`config.mk`:
```
export PLATFORM = sky130hd
export DESIGN_NAME = pcicfg_dualfn
export DESIGN_NICKNAME = d
export VERILOG_FILES = /design/src/rtl/pcicfg_pkg.sv /design/src/rtl/pcicfg_ctrl.sv /design/src/rtl/pcicfg_regs.sv /design/src/rtl/pcicfg_dualfn.sv
export SDC_FILE = /design/constraint.sdc
export NUM_CORES = 1
export LEC_CHECK = 0
export ABC_AREA = 1
export ABC_CLOCK_PERIOD_IN_PS = 7100
export BUFFER_PORTS_ARGS = -buffer_cell sky130_fd_sc_hd__buf_2
export CAP_MARGIN = 10
export CORE_ASPECT_RATIO = 0.5
export CORE_MARGIN = 5
export CORE_UTILIZATION = 55
export CTS_CLUSTER_SIZE = 10
export DETAILED_ROUTE_END_ITERATION = 12
export PLACE_DENSITY = 0.75
export RECOVER_POWER = 50
export SLEW_MARGIN = 20
export SYNTH_ARGS = -nofsm -noshare
export SYNTH_HDL_FRONTEND = slang
export SYNTH_HIERARCHICAL = 1
export SYNTH_SLANG_ARGS = --single-unit
export TNS_END_PERCENT = 10
```
`constraint.sdc`:
```
create_clock -name clk -period 7.1 [get_ports clk]
set_clock_uncertainty 0.1 [all_clocks]
set_input_delay 1.42 -clock clk [delete_from_list [all_inputs] [get_ports clk]]
set_output_delay 1.42 -clock clk [all_outputs]
set_load 0.05 [all_outputs]
```
`src/rtl/pcicfg_pkg.sv`:
```
package pcicfg_pkg;
  localparam int NUM_FN = 2;
  localparam int REG_IDX_W = 6;

  // dword indices of implemented registers
  localparam logic [5:0] IDX_ID     = 6'd0;
  localparam logic [5:0] IDX_CMD    = 6'd1;
  localparam logic [5:0] IDX_CLASS  = 6'd2;
  localparam logic [5:0] IDX_HDR    = 6'd3;
  localparam logic [5:0] IDX_IOBAR  = 6'd4;
  localparam logic [5:0] IDX_MEMBAR = 6'd5;
  localparam logic [5:0] IDX_SUBSYS = 6'd11;

  // preload field codes (preload address bits 2:1)
  localparam logic [1:0] PF_DEVID  = 2'd0;
  localparam logic [1:0] PF_CLASS  = 2'd1;
  localparam logic [1:0] PF_SUBSYS = 2'd2;
  localparam logic [1:0] PF_HWCFG  = 2'd3;

  typedef struct packed {
    logic                 wr;
    logic                 rd;
    logic                 fn;
    logic [REG_IDX_W-1:0] idx;
    logic [3:0]           be;
    logic                 pre;
    logic [1:0]           preField;
    logic                 preFn;
  } cfg_strobe_t;
endpackage

```
`src/rtl/pcicfg_ctrl.sv`:
```
module pcicfg_ctrl
  import pcicfg_pkg::*;
(
  input  logic                 clk,
  input  logic                 rstN,
  input  logic                 cfgValid,
  input  logic                 cfgWrite,
  input  logic [2:0]           cfgFunc,
  input  logic [REG_IDX_W-1:0] cfgReg,
  input  logic [3:0]           cfgByteEn,
  input  logic                 preloadWe,
  input  logic [2:0]           preloadAddr,
  input  logic                 preloadDone,
  input  logic                 fn1Enabled,
  output cfg_strobe_t          stb,
  output logic                 cfgReady,
  output logic                 cfgAck,
  output logic                 cfgRetry
);
  logic readyQ, ackQ, retryQ;
  logic claim, fnOk;

  always_comb begin
    fnOk  = (cfgFunc == 3'd0) || ((cfgFunc == 3'd1) && fn1Enabled);
    claim = cfgValid && fnOk;
  end

  always_comb begin
    stb.wr       = claim && readyQ && cfgWrite;
    stb.rd       = claim && readyQ && !cfgWrite;
    stb.fn       = cfgFunc[0];
    stb.idx      = cfgReg;
    stb.be       = cfgByteEn;
    stb.pre      = preloadWe && !readyQ;
    stb.preField = preloadAddr[2:1];
    stb.preFn    = preloadAddr[0];
  end

  always_ff @(posedge clk) begin
    if (!rstN) begin
      readyQ <= 1'b0;
      ackQ   <= 1'b0;
      retryQ <= 1'b0;
    end else begin
      readyQ <= readyQ | preloadDone;
      ackQ   <= claim && readyQ;
      retryQ <= claim && !readyQ;
    end
  end

  assign cfgReady = readyQ;
  assign cfgAck   = ackQ;
  assign cfgRetry = retryQ;
endmodule

```
`src/rtl/pcicfg_regs.sv`:
```
module pcicfg_regs
  import pcicfg_pkg::*;
#(
  parameter logic [15:0] VENDOR_ID   = 16'h1A2B,
  parameter int          IO_SIZE_LOG2  = 7,
  parameter int          MEM_SIZE_LOG2 = 12,
  parameter logic [15:0] PM_CAPS     = 16'h0002,
  parameter logic [7:0]  CAP_PTR     = 8'h40
)(
  input  logic        clk,
  input  logic        rstN,
  input  cfg_strobe_t stb,
  input  logic [31:0] wdata,
  input  logic [31:0] preData,
  input  logic [3:0]  devRev,
  output logic [31:0] rdata,
  output logic        fn1Enabled,
  output logic [1:0]  memEnable,
  output logic [1:0]  ioEnable,
  output logic [1:0]  perrRespEn
);
  localparam logic [31:0] CMD_WMASK   = 32'h0000_0047;
  localparam logic [31:0] HDR_WMASK   = 32'h0000_FFFF;
  localparam logic [31:0] IOBAR_WMASK = ~((32'd1 << IO_SIZE_LOG2) - 32'd1);
  localparam logic [31:0] MEMBAR_WMASK = ~((32'd1 << MEM_SIZE_LOG2) - 32'd1);
  localparam logic [15:0] STATUS_RO   = 16'h0010;
  localparam logic [5:0]  IDX_CAPPTR  = 6'd13;
  localparam logic [5:0]  IDX_PMCAP   = CAP_PTR[7:2];
  localparam logic [IO_SIZE_LOG2-1:0] IO_LOW = IO_SIZE_LOG2'(1);

  logic [15:0] devIdQ  [NUM_FN];
  logic [23:0] classQ  [NUM_FN];
  logic [31:0] subsysQ [NUM_FN];
  logic [15:0] cmdQ    [NUM_FN];
  logic [15:0] hdrQ    [NUM_FN];
  logic [31:IO_SIZE_LOG2]  ioBarQ  [NUM_FN];
  logic [31:MEM_SIZE_LOG2] memBarQ [NUM_FN];
  logic        singleFnQ;
  logic [1:0]  fnOn;
  logic [31:0] rdMux;
  logic [31:0] rdataQ;

  function automatic logic [31:0] mergeW(input logic [31:0] old, input logic [31:0] wd,
                                          input logic [3:0] be, input logic [31:0] wm);
    logic [31:0] m;
    for (int b = 0; b < 4; b++) m[8*b +: 8] = {8{be[b]}};
    m = m & wm;
    return (old & ~m) | (wd & m);
  endfunction

  assign fnOn       = {~singleFnQ, 1'b1};
  assign fn1Enabled = ~singleFnQ;

  always_ff @(posedge clk) begin
    if (!rstN) begin
      singleFnQ <= 1'b0;
      for (int f = 0; f < NUM_FN; f++) begin
        devIdQ[f]  <= '0;
        classQ[f]  <= '0;
        subsysQ[f] <= '0;
        cmdQ[f]    <= '0;
        hdrQ[f]    <= '0;
        ioBarQ[f]  <= '0;
        memBarQ[f] <= '0;
      end
    end else begin
      if (stb.pre && stb.preField == PF_HWCFG) singleFnQ <= preData[0];
      for (int f = 0; f < NUM_FN; f++) begin
        if (stb.pre && stb.preFn == f[0]) begin
          case (stb.preField)
            PF_DEVID:  devIdQ[f]  <= preData[15:0];
            PF_CLASS:  classQ[f]  <= preData[23:0];
            PF_SUBSYS: subsysQ[f] <= preData;
            default: ;
          endcase
        end
        if (stb.wr && stb.fn == f[0]) begin
          case (stb.idx)
            IDX_CMD: cmdQ[f] <= 16'(mergeW({16'h0, cmdQ[f]}, wdata, stb.be, CMD_WMASK));
            IDX_HDR: hdrQ[f] <= 16'(mergeW({16'h0, hdrQ[f]}, wdata, stb.be, HDR_WMASK));
            IDX_IOBAR: begin
              logic [31:0] t;
              t = mergeW({ioBarQ[f], {IO_SIZE_LOG2{1'b0}}}, wdata, stb.be, IOBAR_WMASK);
              ioBarQ[f] <= t[31:IO_SIZE_LOG2];
            end
            IDX_MEMBAR: begin
              logic [31:0] t;
              t = mergeW({memBarQ[f], {MEM_SIZE_LOG2{1'b0}}}, wdata, stb.be, MEMBAR_WMASK);
              memBarQ[f] <= t[31:MEM_SIZE_LOG2];
            end
            default: ;
          endcase
        end
      end
    end
  end

  always_comb begin
    rdMux = '0;
    if (stb.idx == IDX_ID)          rdMux = {devIdQ[stb.fn], VENDOR_ID};
    else if (stb.idx == IDX_CMD)    rdMux = {STATUS_RO, cmdQ[stb.fn]};
    else if (stb.idx == IDX_CLASS)  rdMux = {classQ[stb.fn], 4'h0, devRev};
    else if (stb.idx == IDX_HDR)    rdMux = {8'h00, fnOn[1], 7'h00, hdrQ[stb.fn]};
    else if (stb.idx == IDX_IOBAR)  rdMux = {ioBarQ[stb.fn], IO_LOW};
    else if (stb.idx == IDX_MEMBAR) rdMux = {memBarQ[stb.fn], {MEM_SIZE_LOG2{1'b0}}};
    else if (stb.idx == IDX_SUBSYS) rdMux = subsysQ[stb.fn];
    else if (stb.idx == IDX_CAPPTR) rdMux = {24'h0, CAP_PTR};
    else if (stb.idx == IDX_PMCAP)  rdMux = {PM_CAPS, 8'h00, 8'h01};
  end

  always_ff @(posedge clk) begin
    if (!rstN) rdataQ <= '0;
    else       rdataQ <= stb.rd ? rdMux : 32'h0;
  end
  assign rdata = rdataQ;

  for (genvar f = 0; f < NUM_FN; f++) begin : g_en
    assign memEnable[f]  = cmdQ[f][1] & fnOn[f];
    assign ioEnable[f]   = cmdQ[f][0] & fnOn[f];
    assign perrRespEn[f] = cmdQ[f][6] & fnOn[f];
  end
endmodule

```
`src/rtl/pcicfg_dualfn.sv`:
```
module pcicfg_dualfn
  import pcicfg_pkg::*;
#(
  parameter logic [15:0] VENDOR_ID     = 16'h1A2B,
  parameter int          IO_SIZE_LOG2  = 7,
  parameter int          MEM_SIZE_LOG2 = 12,
  parameter logic [15:0] PM_CAPS       = 16'h0002,
  parameter logic [7:0]  CAP_PTR       = 8'h40
)(
  input  logic        clk,
  input  logic        rstN,
  input  logic [3:0]  devRev,
  input  logic        preloadWe,
  input  logic [2:0]  preloadAddr,
  input  logic [31:0] preloadData,
  input  logic        preloadDone,
  input  logic        cfgValid,
  input  logic        cfgWrite,
  input  logic [2:0]  cfgFunc,
  input  logic [5:0]  cfgReg,
  input  logic [3:0]  cfgByteEn,
  input  logic [31:0] cfgWdata,
  output logic        cfgReady,
  output logic        cfgAck,
  output logic        cfgRetry,
  output logic [31:0] cfgRdata,
  output logic [1:0]  memEnable,
  output logic [1:0]  ioEnable,
  output logic [1:0]  perrRespEn
);
  cfg_strobe_t stb;
  logic fn1Enabled;

  pcicfg_ctrl u_ctrl (
    .clk(clk), .rstN(rstN),
    .cfgValid(cfgValid), .cfgWrite(cfgWrite), .cfgFunc(cfgFunc),
    .cfgReg(cfgReg), .cfgByteEn(cfgByteEn),
    .preloadWe(preloadWe), .preloadAddr(preloadAddr), .preloadDone(preloadDone),
    .fn1Enabled(fn1Enabled), .stb(stb),
    .cfgReady(cfgReady), .cfgAck(cfgAck), .cfgRetry(cfgRetry)
  );

  pcicfg_regs #(
    .VENDOR_ID(VENDOR_ID), .IO_SIZE_LOG2(IO_SIZE_LOG2),
    .MEM_SIZE_LOG2(MEM_SIZE_LOG2), .PM_CAPS(PM_CAPS), .CAP_PTR(CAP_PTR)
  ) u_regs (
    .clk(clk), .rstN(rstN), .stb(stb), .wdata(cfgWdata),
    .preData(preloadData), .devRev(devRev), .rdata(cfgRdata),
    .fn1Enabled(fn1Enabled), .memEnable(memEnable), .ioEnable(ioEnable),
    .perrRespEn(perrRespEn)
  );
endmodule

```
==> results.py, run 1 <==
metrics = {
    "placement": {
        "gp_congestion": 0.8678,
        "place_worst_setup_slack_ns": 2.675,
        "dp_hpwl_mm": 24.99,
        "post_dp_cell_area_um2": 15070,
        "place_inst": 1938,
        "port_buffers": 130,
    },
    "timing": {
        "finalSetupTns_ns": 0,
        "slew_headroom": -0.4101,
        "slew_violations": 124,
        "setup_violations": 0,
        "fmax_mhz": 248.7,
        "grt_setup_unrepaired": "no",
        "fin_crit_sh": 0.5664,
        "max_slew.worst_pin.slew_ns": 2.115,
        "hold_slack_ns": 0.3826,
        "fin_crit_ns": 4.021,
        "finalHoldViolCount": 0,
        "setup_ws_ns": 3.079,
    },
    "global_routing": {
        "antenna_found_initial": 1,
        "grt_max_degree": 75,
        "overflow": 0,
        "grt_pass1_wl_mm": 58.40,
        "grt_usage": 0.2467,
        "grt_pass1_vias": 10970,
    },
    "floorplan": {
        "core-area_um2": 25440,
        "die-width_um": 238.6,
        "die_area_um2": 29650,
        "initial_core_util": 0.5647,
        "pin_count": 131,
        "die_h_um": 124.3,
        "rows": 41,
    },
    "logic_synthesis": {
        "syn-num-nets": 1636,
        "synth.yosys.seq_area_share": 0.6228,
        "synthXorXnorAreaFrac": 0,
        "synth-adder-area-share": 0,
        "muxShareOfSynthArea": 0.003483,
        "synth.area.top_cells": "edfxtp_1 (57%), nand2_1 (9.3%), nor2_1 (8.8%)",
        "yosysUniqueCellTypes": 31,
        "synth_compound_area_frac": 0.09248,
        "synth_top_family_by_area": "simple AND/OR/NAND/NOR gates",
        "netlist.area_leader.share": 0.5727,
        "ys_warn_count": 6,
        "syn_area_per_cell_um2": 9.293,
        "synth_simple_gate_area_frac": 0.2146,
        "netlist_instances": 1546,
        "synth_top_area_cell": "edfxtp_1",
        "ys_ff_latch": 310,
        "syn_area_um2": 14370,
    },
    "final_layout": {
        "post-route-util": 0.6292,
        "layout_commonest_cell": "nand2_1",
        "nFillCells": 2104,
        "final_cell_mix": "nand2_1 (357), nor2_1 (338), edfxtp_1 (274), a21oi_1 (159), inv_1 (98)",
        "fin_cells": 1996,
        "final_cell_area_um2": 16010,
        "syn2layout_area_growth_pct": 11.43,
        "drive_gt1_frac": 0.1139,
        "nets": 1722,
    },
    "pwr": {
        "power_density_nw_per_um2": 249.0,
        "ir_drop_mv": 0.1406,
        "power.share.switching": 0.2260,
        "finalPower_mw": 3.987,
        "p_leak_nw": 6.804,
        "pwr-share-clk": 0.409,
        "seq_power_share": 0.522,
        "switching_power_uw": 900.8,
        "combPwrFrac": 0.068,
        "p_int_mw": 3.086,
    },
    "outcome": {
        "status": "finished, violations left",
        "violations": "capacitance limit, slew limit",
    },
    "route": {
        "ant_nets": 0,
        "drt-initial-drc-count": 1266,
        "viasPerCell": 5.630,
        "remaining_drc_errors": 0,
        "vias": 11240,
        "routed_wl_mm": 37.40,
        "firstDrtPassIters": 6,
        "wl_per_cell_um": 18.74,
    },
    "critical_path": {
        "cp-end-kind": "flip-flop",
        "required_ns": 7.33,
        "path_class": "in2reg",
        "worstPathArrival_ns": 4.25,
        "crit_fanout": 32,
        "cp-start-kind": "primary input",
    },
    "clocking": {
        "cts_made_buffers": 36,
        "cts_sinks": 310,
        "h-tree-depth": 2,
        "clkLatencyLatePin_ns": 0.51,
        "cts_buffer_depth": 3,
        "postCtsSetupBuffers": 0,
        "hold_buffers": 0,
        "clk_pin_slew_worst_paths_ns": 0.06,
        "cts-root-buf": "clkbuf_16",
        "post_cts_resized": 0,
        "cts_tree": "built",
    },
    "min_path": {
        "hp-class": "reg2reg",
    },
    "run": {
        "maxCapViolations": 4,
    },
}
## layer usage
metal / track usage / wire [µm] / part of all wire / vias to the layer above
met5: 0 / 0 / 0 / -
met4: 0.07889 / 1044 / 0.028 / 0
met3: 0.04668 / 3328 / 0.089 / 84
met2: 0.4004 / 17750 / 0.47 / 544
met1: 0.3389 / 15280 / 0.41 / 5349
li1: - / - / - / 5260
## power groups by stage
stage | Combinational (mW) | Sequential, mW | Clock [mW]
3_3_place_gp | 0.264 | 2.11 | 0
4_1_cts | 0.272 | 2.08 | 1.65
3_5_place_dp | 0.270 | 2.12 | 0
2_1_floorplan | 0.184 | 2.11 | 0
6_report | 0.272 | 2.08 | 1.63
5_1_grt | 0.301 | 2.09 | 1.74
## state kept, by name, summed over array words and instances (netlist names), 8 cells and up
| name | cells |
|---|---|
| u_regs/cmdQ | 8 |
| u_regs/rdata | 32 |
| u_regs/memBarQ | 40 |
| u_regs/ioBarQ | 50 |
| u_regs/hdrQ | 32 |
| u_regs/subsysQ | 64 |
| u_regs/devIdQ | 32 |
| u_regs/classQ | 48 |
## kinds of logic (layout without fill, tap and decap cells)
group / count (synthesis) / in the layout
flip-flops: 310 / 310
other: 0 / 1
AND/OR/NAND/NOR: 769 / 769
AO/OA/AOI/OAI: 253 / 253
buffers and inverters: 209 / 314
multiplexers: 5 / 5
## Yosys cell counts (all sizes together)
cell type,count
a21oi,159
dfxtp,36
or2,15
a22oi,1
nand4,2
o211ai,16
clkinv,3
inv,108
nand2,361
edfxtp,274
mux2i,5
a31oi,6
clkbuf,31
o21ai,66
nand3,43
nor2,348
buf,67
a211oi,1
o31ai,4
## cell type report
type	count	area (µm²)	area share
clock buffer	57	1001	0.06252
tap	344	430.4	0.02688
multi-input combinational	1027	4502	0.2812
timing repair buffer	146	705.7	0.04408
sequential	310	8949	0.5589
inverter	111	420.4	0.02626
antenna	1	2.502	0.0001563
## worst max-delay path, stage by stage
cell     delay (ns)
buf_2          0.12
nor2_4         0.56
nand2_4        0.17
nor2_1         0.74
nand2_1        0.89
nor2_1         0.34
## path summary, 6_finish.rpt
| check | from | to | slack [ns] | depth (start not counted) |
|---|---|---|---|---|
| max reg2reg | u_ctrl/cfgReady | u_regs/subsysQ[1][27] | 4.01 | 4 |
| min reg2reg | u_regs/devIdQ[0][15] | u_regs/rdata[31] | 0.38 | 2 |
| min | u_regs/devIdQ[0][15] | u_regs/rdata[31] | 0.38 | 2 |
| max | cfgReg[5] | u_regs/hdrQ[0][12] | 3.08 | 6 |
No activity file was read; power rests on OpenSTA's default activity.
==> inputs of run 2 (changes only) <==
--- a/config.mk
+++ b/config.mk
@@ -5,8 +5,8 @@
 export SDC_FILE = /design/constraint.sdc
 export NUM_CORES = 1
 export LEC_CHECK = 0
-export ABC_AREA = 1
-export ABC_CLOCK_PERIOD_IN_PS = 7100
+export ABC_AREA = 0
+export ABC_CLOCK_PERIOD_IN_PS = 4100
 export BUFFER_PORTS_ARGS = -buffer_cell sky130_fd_sc_hd__buf_2
 export CAP_MARGIN = 10
 export CORE_ASPECT_RATIO = 0.5
==> constraint.sdc (replaced) <==
create_clock -name clk -period 4.1 [get_ports clk]
set_clock_uncertainty 0.1 [all_clocks]
set_input_delay 0.82 -clock clk [delete_from_list [all_inputs] [get_ports clk]]
set_output_delay 0.82 -clock clk [all_outputs]
set_load 0.05 [all_outputs]
==> results.py, run 2 <==
metrics = {
    "floorplan": {
        "core-area_um2": 25390,
        "pin_count": 131,
        "rows": 41,
        "initial_core_util": 0.5632,
        "die_h_um": 124.0,
        "die_area_um2": 29520,
        "die-width_um": 238.1,
    },
    "logic_synthesis": {
        "netlist_instances": 1107,
        "yosysUniqueCellTypes": 57,
        "syn_area_per_cell_um2": 12.92,
        "netlist_top_cells_count": "edfxtp_1 (274), a21oi_1 (135), nand2b_1 (134)",
        "netlist.area_leader.share": 0.5753,
        "syn-num-nets": 1197,
        "ys_warn_count": 6,
        "async_reset_ff_frac": 0,
        "yosysMostFrequentCell": "edfxtp_1",
        "synth_top_area_cell": "edfxtp_1",
        "synth.yosys.seq_area_share": 0.6257,
        "ys_dominant_reg_cell": "edfxtp_1",
        "synth.area.top_cells": "edfxtp_1 (58%), nand2b_1 (5.9%), dfxtp_1 (5.0%)",
        "syn_area_um2": 14300,
        "synth_enable_flop_cells": 274,
        "ys_ff_latch": 310,
    },
    "final_layout": {
        "top_register": "u_regs/subsysQ",
        "fin_cells": 1588,
        "final_cell_mix": "edfxtp_1 (274), a21oi_1 (135), nand2b_1 (134), buf_2 (108), and2_0 (71)",
        "largest_reg_flops": 64,
        "syn2layout_area_growth_pct": 13.10,
        "post-route-util": 0.6371,
        "antenna_cells": 0,
        "layout_commonest_cell": "edfxtp_1",
        "nets": 1307,
        "drive_gt1_frac": 0.2034,
        "final_cell_area_um2": 16180,
        "reg_top3": "u_regs/subsysQ (64), u_regs/ioBarQ (50), u_regs/classQ (48)",
    },
    "timing": {
        "fmax_mhz": 321.6,
        "max_slew.worst_pin.slew_ns": 2.159,
        "fin_crit_sh": 0.7585,
        "setup_ws_ns": 0.9903,
        "finalSetupTns_ns": 0,
        "grt_setup_unrepaired": "no",
        "slew_violations": 116,
        "finalHoldViolCount": 0,
        "setup_violations": 0,
        "slew_headroom": -0.4393,
        "fin_crit_ns": 3.110,
        "hold_slack_ns": 0.4021,
    },
    "placement": {
        "port_buffers": 130,
        "place_worst_setup_slack_ns": 0.7880,
        "gp_congestion": 0.9636,
        "dp_hpwl_mm": 25.33,
        "place_inst": 1523,
        "post_dp_cell_area_um2": 15220,
    },
    "pwr": {
        "power.share.switching": 0.2219,
        "switching_power_mw": 1.557,
        "seq_power_share": 0.514,
        "p_leak_nw": 5.711,
        "p_int_mw": 5.458,
        "pwr-share-clk": 0.417,
        "power_density_nw_per_um2": 433.6,
        "ir_drop_mv": 0.2610,
        "finalPower_mw": 7.015,
        "combPwrFrac": 0.069,
    },
    "critical_path": {
        "cp-end-kind": "flip-flop",
        "max_stage_delay_ns": 1.56,
        "crit_fanout": 32,
        "crit_chain": "nor2b_1 -> nand3b_1 -> o21ai_0 -> clkbuf_1",
        "required_ns": 4.09,
        "cp-start-kind": "flip-flop",
        "path_class": "reg2reg",
        "worstPathArrival_ns": 3.10,
        "cpMaxStageDelayCell": "clkbuf_1",
    },
    "clocking": {
        "cts-root-buf": "clkbuf_16",
        "cts_sinks": 310,
        "cts_made_buffers": 36,
        "cts_buffer_depth": 3,
        "h-tree-depth": 2,
        "postCtsSetupBuffers": 0,
        "post_cts_resized": 0,
        "clk_pin_slew_worst_paths_ns": 0.05,
        "clkLatencyLatePin_ns": 0.53,
        "cts_tree": "built",
        "hold_buffers": 0,
    },
    "global_routing": {
        "grt_max_degree": 49,
        "antenna_found_initial": 0,
        "grt_usage": 0.2462,
        "grt_pass1_wl_mm": 55.43,
        "grt_pass1_vias": 9505,
        "overflow": 0,
    },
    "route": {
        "firstDrtPassIters": 5,
        "remaining_drc_errors": 0,
        "wl_per_cell_um": 23.21,
        "viasPerCell": 6.088,
        "drt-initial-drc-count": 1210,
        "routed_wl_mm": 36.86,
        "vias": 9668,
        "ant_nets": 0,
    },
    "outcome": {
        "violations": "capacitance limit, slew limit",
        "status": "finished, violations left",
    },
    "min_path": {
        "hp-class": "in2reg",
    },
    "run": {
        "maxCapViolations": 4,
    },
}
## run 2: kinds of logic (layout without fill, tap and decap cells)
family,Yosys count,count (layout),share of synthesized area
muxes,97,97,0.08844
buffers and inverters,114,251,0.03814
AOI/OAI and AO/OA,250,250,0.1066
xor gates and xnor gates,1,1,0.0006125
DFF,310,310,0.6257
and+or+nand+nor,335,335,0.1406
## run 2: cell type report
| class | instances | area, µm² |
|---|---|---|
| sequential | 310 | 8949 |
| clock inverter | 1 | 16.27 |
| tap | 344 | 430.4 |
| timing repair buffer | 161 | 822.0 |
| multi-input combinational | 683 | 4817 |
| inverter | 25 | 93.84 |
| fill | 1896 | 9216 |
| clock buffer | 64 | 1049 |
## run 2: per-layer routing
metal	share of wire	vias up	routed length [µm]	GRT usage
li1	-	4345	-	-
met1	0.43	4785	15670	0.3528
met2	0.46	485	17030	0.3903
met3	0.097	53	3570	0.06040
met4	0.016	0	590	0.05193
met5	0	-	0	0
## run 2: worst max-delay path: cells and delay by family, from the launching register on
family	cells	cell delay, ns
simple gates	2	0.40
buf+inv	1	1.56
flops	1	0.37
compound gates	1	0.21
## run 2: power groups by stage
stage / logic [mW] / clock network, mW / registers (mW)
final: 0.481 / 2.93 / 3.61
after global routing: 0.515 / 3.12 / 3.61
after CTS: 0.487 / 2.98 / 3.60
after detailed placement: 0.483 / 0 / 3.67
after global placement: 0.476 / 0 / 3.66
after floorplan: 0.312 / 0 / 3.66
## run 2: final timing paths
| kind | startpoint | end | slack (ns) | cells after the start |
|---|---|---|---|---|
| min | preloadDone | u_ctrl/cfgReady | 0.40 | 2 |
| max reg2reg | u_ctrl/cfgReady | u_regs/subsysQ[0][16] | 0.99 | 4 |
| max | u_ctrl/cfgReady | u_regs/subsysQ[0][16] | 0.99 | 4 |
| min reg2reg | u_ctrl/cfgReady | u_ctrl/cfgAck | 0.48 | 2 |
